`config.mk`:
```
export PLATFORM = sky130hd
export DESIGN_NAME = fgrab_ctl
export DESIGN_NICKNAME = d
export VERILOG_FILES = /design/src/rtl/fgrab_pkg.sv /design/src/rtl/fgrab_regs.sv /design/src/rtl/fgrab_seq.sv /design/src/rtl/fgrab_stat.sv /design/src/rtl/fgrab_ctl.sv
export SDC_FILE = /design/constraint.sdc
export NUM_CORES = 1
export LEC_CHECK = 0
export BUFFER_PORTS_ARGS = -buffer_cell sky130_fd_sc_hd__buf_2
export CAP_MARGIN = 20
export CORE_MARGIN = 2
export CORE_UTILIZATION = 40
export DETAILED_ROUTE_END_ITERATION = 10
export PLACE_DENSITY = 0.71
export SKIP_CTS_REPAIR_TIMING = 1
export SLEW_MARGIN = 10
export SYNTH_ARGS = -nofsm -noshare
export SYNTH_HDL_FRONTEND = slang
export SYNTH_HIERARCHICAL = 1
export SYNTH_SLANG_ARGS = --single-unit
```
`constraint.sdc`:
```
create_clock -name clk -period 2.5 [get_ports clk]
set_clock_uncertainty 0.1 [all_clocks]
set_input_delay 0.125 -clock clk [delete_from_list [all_inputs] [get_ports clk]]
set_output_delay 0.125 -clock clk [all_outputs]
set_load 0.02 [all_outputs]
```
`src/rtl/fgrab_pkg.sv`:
```
package fgrab_pkg;

    // number of implemented bits in each control register and in status
    localparam int unsigned CTL_BITS = 6;

    // host port offsets (status shares offset with control register 0)
    localparam int unsigned OFS_CTL0   = 0;
    localparam int unsigned OFS_CTL1   = 1;
    localparam int unsigned OFS_STATUS = 0;

    // control register 0 fields
    localparam int unsigned C0_PAGE_LO = 0;
    localparam int unsigned C0_ROTATE  = 2;
    localparam int unsigned C0_ACQ     = 3;
    localparam int unsigned C0_STORED  = 4;
    localparam int unsigned C0_LOWRES  = 5;

    // control register 1 fields
    localparam int unsigned C1_IRQ_EN  = 0;
    localparam int unsigned C1_TRIG_EN = 1;
    localparam int unsigned C1_LUT_LD  = 2;
    localparam int unsigned C1_BLANK   = 3;
    localparam int unsigned C1_BANK    = 4;
    localparam int unsigned C1_RAM_EN  = 5;

    // status byte fields
    localparam int unsigned ST_IRQ    = 0;
    localparam int unsigned ST_OVF    = 1;
    localparam int unsigned ST_FIELD  = 2;
    localparam int unsigned ST_VBLANK = 3;
    localparam int unsigned ST_TRIG   = 4;
    localparam int unsigned ST_BUSY   = 5;

    typedef enum logic [1:0] {
        SQ_IDLE = 2'd0,
        SQ_TRIG = 2'd1,
        SQ_ARM  = 2'd2,
        SQ_CAP  = 2'd3
    } sq_state_e;

endpackage

```
`src/rtl/fgrab_regs.sv`:
```
module fgrab_regs
    import fgrab_pkg::*;
#(
    parameter int unsigned ADDR_W = 2,
    parameter int unsigned DATA_W = 8
) (
    input  logic              clk,
    input  logic              rst_n,
    input  logic              wr_en_i,
    input  logic [ADDR_W-1:0] addr_i,
    input  logic [DATA_W-1:0] wdata_i,
    output logic [DATA_W-1:0] ctl0_o,
    output logic [DATA_W-1:0] ctl1_o,
    output logic              acq_req_o
);

    typedef struct packed {
        logic [CTL_BITS-1:0] c0;
        logic [CTL_BITS-1:0] c1;
    } regs_s;

    regs_s regs_d, regs_q;
    logic  hit_c0, hit_c1;

    always_comb begin
        regs_d = regs_q;
        hit_c0 = wr_en_i && (addr_i == ADDR_W'(OFS_CTL0));
        hit_c1 = wr_en_i && (addr_i == ADDR_W'(OFS_CTL1));
        if (hit_c0) begin
            regs_d.c0 = wdata_i[CTL_BITS-1:0];
        end
        if (hit_c1) begin
            regs_d.c1 = wdata_i[CTL_BITS-1:0];
        end
        // the request is the write strobe itself, not the stored level
        acq_req_o = hit_c0 && wdata_i[C0_ACQ];
    end

    always_ff @(posedge clk or negedge rst_n) begin
        if (!rst_n) begin
            regs_q <= '0;
        end else begin
            regs_q <= regs_d;
        end
    end

    generate
        if (DATA_W > CTL_BITS) begin : g_pad
            logic unused_hi;
            assign unused_hi = ^wdata_i[DATA_W-1:CTL_BITS];
            assign ctl0_o = {{(DATA_W-CTL_BITS){1'b0}}, regs_q.c0};
            assign ctl1_o = {{(DATA_W-CTL_BITS){1'b0}}, regs_q.c1};
        end else begin : g_exact
            assign ctl0_o = regs_q.c0;
            assign ctl1_o = regs_q.c1;
        end
    endgenerate

endmodule

```
`src/rtl/fgrab_seq.sv`:
```
module fgrab_seq
    import fgrab_pkg::*;
#(
    parameter int unsigned FIELDS = 2
) (
    input  logic clk,
    input  logic rst_n,
    input  logic acq_req_i,
    input  logic trig_en_i,
    input  logic trig_i,
    input  logic vblank_i,
    input  logic adc_ovf_i,
    output logic busy_o,
    output logic ovf_o,
    output logic done_o
);

    localparam int unsigned CNT_W = (FIELDS > 1) ? $clog2(FIELDS) : 1;
    localparam logic [CNT_W-1:0] LAST_FIELD = CNT_W'(FIELDS - 1);

    typedef struct packed {
        sq_state_e        st;
        logic [CNT_W-1:0] cnt;
        logic             vb;
        logic             ovf;
        logic             done;
    } seq_s;

    seq_s seq_d, seq_q;
    logic vb_rise;

    always_comb begin
        seq_d   = seq_q;
        seq_d.vb = vblank_i;
        vb_rise = vblank_i && !seq_q.vb;

        unique case (seq_q.st)
            SQ_IDLE: begin
                if (acq_req_i) begin
                    seq_d.st = trig_en_i ? SQ_TRIG : SQ_ARM;
                end
            end
            SQ_TRIG: begin
                if (trig_i) begin
                    seq_d.st = SQ_ARM;
                end
            end
            SQ_ARM: begin
                if (vb_rise) begin
                    seq_d.st   = SQ_CAP;
                    seq_d.cnt  = '0;
                    seq_d.ovf  = 1'b0;
                    seq_d.done = 1'b0;
                end
            end
            SQ_CAP: begin
                if (adc_ovf_i) begin
                    seq_d.ovf = 1'b1;
                end
                if (vb_rise) begin
                    if (seq_q.cnt == LAST_FIELD) begin
                        seq_d.st   = SQ_IDLE;
                        seq_d.done = 1'b1;
                    end else begin
                        seq_d.cnt = seq_q.cnt + 1'b1;
                    end
                end
            end
            default: seq_d.st = SQ_IDLE;
        endcase
    end

    always_ff @(posedge clk or negedge rst_n) begin
        if (!rst_n) begin
            seq_q <= '{st: SQ_IDLE, cnt: '0, vb: 1'b0, ovf: 1'b0, done: 1'b0};
        end else begin
            seq_q <= seq_d;
        end
    end

    assign busy_o = (seq_q.st == SQ_CAP);
    assign ovf_o  = seq_q.ovf;
    assign done_o = seq_q.done;

endmodule

```
`src/rtl/fgrab_stat.sv`:
```
module fgrab_stat
    import fgrab_pkg::*;
#(
    parameter int unsigned ADDR_W = 2,
    parameter int unsigned DATA_W = 8
) (
    input  logic [ADDR_W-1:0] addr_i,
    input  logic              irq_st_i,
    input  logic              ovf_i,
    input  logic              field_i,
    input  logic              vblank_i,
    input  logic              trig_i,
    input  logic              busy_i,
    output logic [DATA_W-1:0] rdata_o
);

    logic [DATA_W-1:0] stat_byte;

    always_comb begin
        stat_byte            = '0;
        stat_byte[ST_IRQ]    = irq_st_i;
        stat_byte[ST_OVF]    = ovf_i;
        stat_byte[ST_FIELD]  = field_i;
        stat_byte[ST_VBLANK] = vblank_i;
        stat_byte[ST_TRIG]   = trig_i;
        stat_byte[ST_BUSY]   = busy_i;
        rdata_o = (addr_i == ADDR_W'(OFS_STATUS)) ? stat_byte : '0;
    end

endmodule

```
`src/rtl/fgrab_ctl.sv`:
```
module fgrab_ctl
    import fgrab_pkg::*;
#(
    parameter int unsigned ADDR_W = 2,
    parameter int unsigned DATA_W = 8,
    parameter int unsigned FIELDS = 2
) (
    input  logic              clk,
    input  logic              rst_n,
    input  logic              host_wr_i,
    input  logic [ADDR_W-1:0] host_addr_i,
    input  logic [DATA_W-1:0] host_wdata_i,
    output logic [DATA_W-1:0] host_rdata_o,
    input  logic              vblank_i,
    input  logic              field_i,
    input  logic              trig_i,
    input  logic              adc_ovf_i,
    output logic [DATA_W-1:0] ctl0_o,
    output logic [DATA_W-1:0] ctl1_o,
    output logic              cap_wr_en_o,
    output logic              irq_o
);

    logic acq_req;
    logic seq_busy;
    logic seq_ovf;
    logic seq_done;

    fgrab_regs #(
        .ADDR_W (ADDR_W),
        .DATA_W (DATA_W)
    ) regs_i (
        .clk       (clk),
        .rst_n     (rst_n),
        .wr_en_i   (host_wr_i),
        .addr_i    (host_addr_i),
        .wdata_i   (host_wdata_i),
        .ctl0_o    (ctl0_o),
        .ctl1_o    (ctl1_o),
        .acq_req_o (acq_req)
    );

    fgrab_seq #(
        .FIELDS (FIELDS)
    ) seq_i (
        .clk       (clk),
        .rst_n     (rst_n),
        .acq_req_i (acq_req),
        .trig_en_i (ctl1_o[C1_TRIG_EN]),
        .trig_i    (trig_i),
        .vblank_i  (vblank_i),
        .adc_ovf_i (adc_ovf_i),
        .busy_o    (seq_busy),
        .ovf_o     (seq_ovf),
        .done_o    (seq_done)
    );

    fgrab_stat #(
        .ADDR_W (ADDR_W),
        .DATA_W (DATA_W)
    ) stat_i (
        .addr_i   (host_addr_i),
        .irq_st_i (seq_done),
        .ovf_i    (seq_ovf),
        .field_i  (field_i),
        .vblank_i (vblank_i),
        .trig_i   (trig_i),
        .busy_i   (seq_busy),
        .rdata_o  (host_rdata_o)
    );

    assign cap_wr_en_o = seq_busy;
    assign irq_o       = seq_done && ctl1_o[C1_IRQ_EN];

endmodule

```
==> impl_metrics.ini <==
[drt]
drt-initial-drc-count = 6
detail_route.wirelength_mm = 1.938
drt-wirelength-per-cell_um = 13.37
drt_first_pass_iters = 4
num_vias = 706
vias_per_cell = 4.869
final_antenna_net_count = 0
drc = 0

[critical_path]
timing.critical_path.required_ns = 2.28
ff2ff_setup_slack_ns = 1.03
cp_cell_sequence = ha_1 -> nor3b_1 -> buf_2
reg2regPathDepth = 5
path_class = flop to output port
maximum_net_fanout_on_the_critical_path = 8
worst-endpoint-arrival_ns = 1.37
cp-start-kind = flop
timing.critical_path.slowest_cell_delay_ns = 0.39
timing.critical_path.from = seq_i/seq_q[4]$_DFFE_PN0P_
reg2reg_from = seq_i/seq_q[4]$_DFFE_PN0P_
crit_path_top_delay_cell = sky130_fd_sc_hd__dfrtp_1
timing.critical_path.to = host_rdata_o[5]
critical_path.reg2reg.endpoint = seq_i/seq_q[5]$_DFFE_PN0P_
category_of_the_worst_setup_path_capture_point = output port

[layout]
area_delta_synth_final_pct = 31.44
seqCellArea_um2 = 450.4
instances_no_fill = 145
num-fill-cells = 193
multi_input_combinational_cell_area_um2 = 439.2
antenna_cells_inserted = 0
post_route_cells_drive_above_1_share_pct = 47.86
num-nets-final = 139

[synth]
yosysUniqueCellTypes = 22
synth_top_area_share_pct = 48.58
post_synth.cell_area_avg_um2 = 12.70
yosysWarnings = 6
ys_seq_elements = 18
post-synth-top-area-cell = sky130_fd_sc_hd__dfrtp_1
yosysSeqAreaShare_pct = 48.58
leading_post_synthesis_cells_by_cell_area = sky130_fd_sc_hd__dfrtp_1 49%, sky130_fd_sc_hd__mux2_2 15%, sky130_fd_sc_hd__ha_1 5.4%
post_synth_inst_count = 73
syn-cell-area_um2 = 927.1

[timing]
timing.final.crit_share_pct = 63.71
final.min_clock_period_ns = 1.593
setup_viol_count_final = 0
timing.final.hold_violations = 0
setup-tns-final_ns = 0
finalMaxSlewViolations = 0
final.setup.worst_slack_ns = 0.9073
rsz0062_at_grt = false
fmax_mhz = 627.9

[pwr]
p_int_uw = 642.2
share_comb_of_total_power_pct = 42.1
power_switching_share_pct = 36.96
p_switching_uw = 376.6
irDropWorstVdd_uv = 511.1
p_leak_uw = 0.0006067
power_density_nw_per_um2 = 835.9
power.share.sequential_pct = 40.2
clkPwrFrac_pct = 17.8

[worst_hold_path]
hold_class = primary input to flop
whs_path_depth = 3

[placement]
port-buffer-count = 34
place.gp.congestion = 0.7222
dpl_worst_slack_ns = 0.9633
place_hpwl_mm = 1.414
post-place-cells = 133

[grt]
grt_pass1_vias = 698
grt_antenna_before_repair = 0
grt_remaining_overflow = 0
groute.usage.overall_pct = 15.21
grt_pass1_wl_mm = 3.022
grt_max_degree = 19

[floorplanning]
die_height_um = 52.15
die_area_um2 = 2719
core.rowCount = 17
core_um2 = 2212
top_level_ports = 43
floorplan.initialDensity_pct = 41.91
die_w_um = 52.15

[cts]
clock_root_buffer = sky130_fd_sc_hd__clkbuf_4
cts_tree = yes
clk_pin_slew_ns = 0.10
number_of_clock_buffers_inserted_by_tritoncts = 3
cts_max_level = 1
max-clock-path-buffers = 2
clock_latency_ns = 0.29
clock_sinks = 18

[run]
timing.max_cap.violations = 0

[status]
status = finished, final reports clean
## through the flow
stage          util (%)  hold WS, ns  power [uW]  instance area (um^2)
2_1_floorplan         -      -0.2706       716.7                 942.2
3_3_place_gp      49.83     -0.02979       817.4                  1102
3_5_place_dp      49.83     -0.02475       834.0                  1102
4_1_cts           51.47      -0.3555        1014                  1139
5_1_grt           55.09      0.02101        1086                  1219
6_report          55.09      0.03344        1019                  1219
## synth_stat cells
cell type,number
sky130_fd_sc_hd__and2_2,1
sky130_fd_sc_hd__a21oi_1,4
sky130_fd_sc_hd__inv_1,2
sky130_fd_sc_hd__o21ai_0,1
sky130_fd_sc_hd__buf_4,6
sky130_fd_sc_hd__nand3b_2,1
sky130_fd_sc_hd__o2111ai_2,1
sky130_fd_sc_hd__nor3b_4,1
sky130_fd_sc_hd__a22o_2,1
sky130_fd_sc_hd__mux2i_1,4
sky130_fd_sc_hd__nand2_1,1
sky130_fd_sc_hd__mux2_2,12
sky130_fd_sc_hd__nor3b_1,6
sky130_fd_sc_hd__conb_1,2
sky130_fd_sc_hd__nand3b_1,1
sky130_fd_sc_hd__dfrtp_1,18
sky130_fd_sc_hd__nor2b_4,1
sky130_fd_sc_hd__or2b_1,1
sky130_fd_sc_hd__and2_1,1
sky130_fd_sc_hd__nor2_1,2
sky130_fd_sc_hd__ha_1,4
sky130_fd_sc_hd__nand2b_1,2
## power by group through the flow
stage                     sequential, uW  combinational [uW]  clock (uW)
final                                409                 428         181
after global routing                 422                 468         197
after CTS                            410                 421         183
after detailed placement             414                 420           0
after global placement               410                 407           0
after floorplan                      454                 263           0
## sequential cells by signal (all words and copies together), names as in the netlist
register,cells
seq_i/seq_q,4
seq_i/done_o,1
regs_i/ctl0_o,6
seq_i/ovf_o,1
regs_i/ctl1_o,6
## layout make-up
cell class	instances	share of cell area, %
sequential	18	36.96
multi-input combinational	51	36.04
timing repair buffer	42	20.53
inverter	2	0.6160
tap	28	2.875
clock buffer	4	2.977
## how the worst min path moves through the flow
stage,slack (ns),end,start
after global routing,0.02,seq_i/ovf_o$_DFFE_PN0P_,adc_ovf_i
after detailed placement,-0.02,regs_i/ctl0_o[4]$_DFFE_PN0P_,rst_n
after CTS,-0.36,regs_i/ctl0_o[4]$_DFFE_PN0P_,rst_n
after floorplan,-0.27,regs_i/ctl0_o[0]$_DFFE_PN0P_,rst_n
after global placement,-0.03,regs_i/ctl1_o[5]$_DFFE_PN0P_,rst_n
final,0.03,seq_i/ovf_o$_DFFE_PN0P_,adc_ovf_i
## logic make-up (layout without fill, tap and decap cells)
kind of cell,Yosys count,after routing,share of synthesized area [%]
AOI/OAI and AO/OA,7,7,5.397
adders and majority gates,4,4,5.398
buffers and inverters,8,48,5.668
DFF,18,18,48.58
muxes,16,16,18.89
other,2,6,0.8100
and+or+nand+nor,18,18,15.25
## cell usage in the layout, fill, tap and decap left out, types with 2 or more instances in the layout
| master | count |
|---|---|
| sky130_fd_sc_hd__nand2b_1 | 2 |
| sky130_fd_sc_hd__nor3b_1 | 6 |
| sky130_fd_sc_hd__nor2_1 | 2 |
| sky130_fd_sc_hd__ha_1 | 4 |
| sky130_fd_sc_hd__clkbuf_4 | 3 |
| sky130_fd_sc_hd__dfrtp_1 | 18 |
| sky130_fd_sc_hd__a21oi_1 | 4 |
| sky130_fd_sc_hd__inv_1 | 2 |
| sky130_fd_sc_hd__conb_1 | 6 |
| sky130_fd_sc_hd__dlygate4sd3_1 | 8 |
| sky130_fd_sc_hd__buf_2 | 34 |
| sky130_fd_sc_hd__mux2_2 | 12 |
| sky130_fd_sc_hd__mux2i_1 | 4 |
## worst max-delay path: cells and delay by family, from the launching register on
family	cells	cell delay, ns
simple gates	1	0.20
flops	1	0.39
buf+inv	1	0.19
fa+ha+maj	1	0.30
## routing by layer
metal | share of wire, % | global-route usage [%] | routed length [um]
met1 | 41 | 17.81 | 800
met2 | 52 | 25.74 | 1010
met3 | 6.1 | 2.299 | 118
met4 | 0.41 | 9.829 | 8
met5 | 0 | 0 | 0
Power figures use the tool's default switching activity.
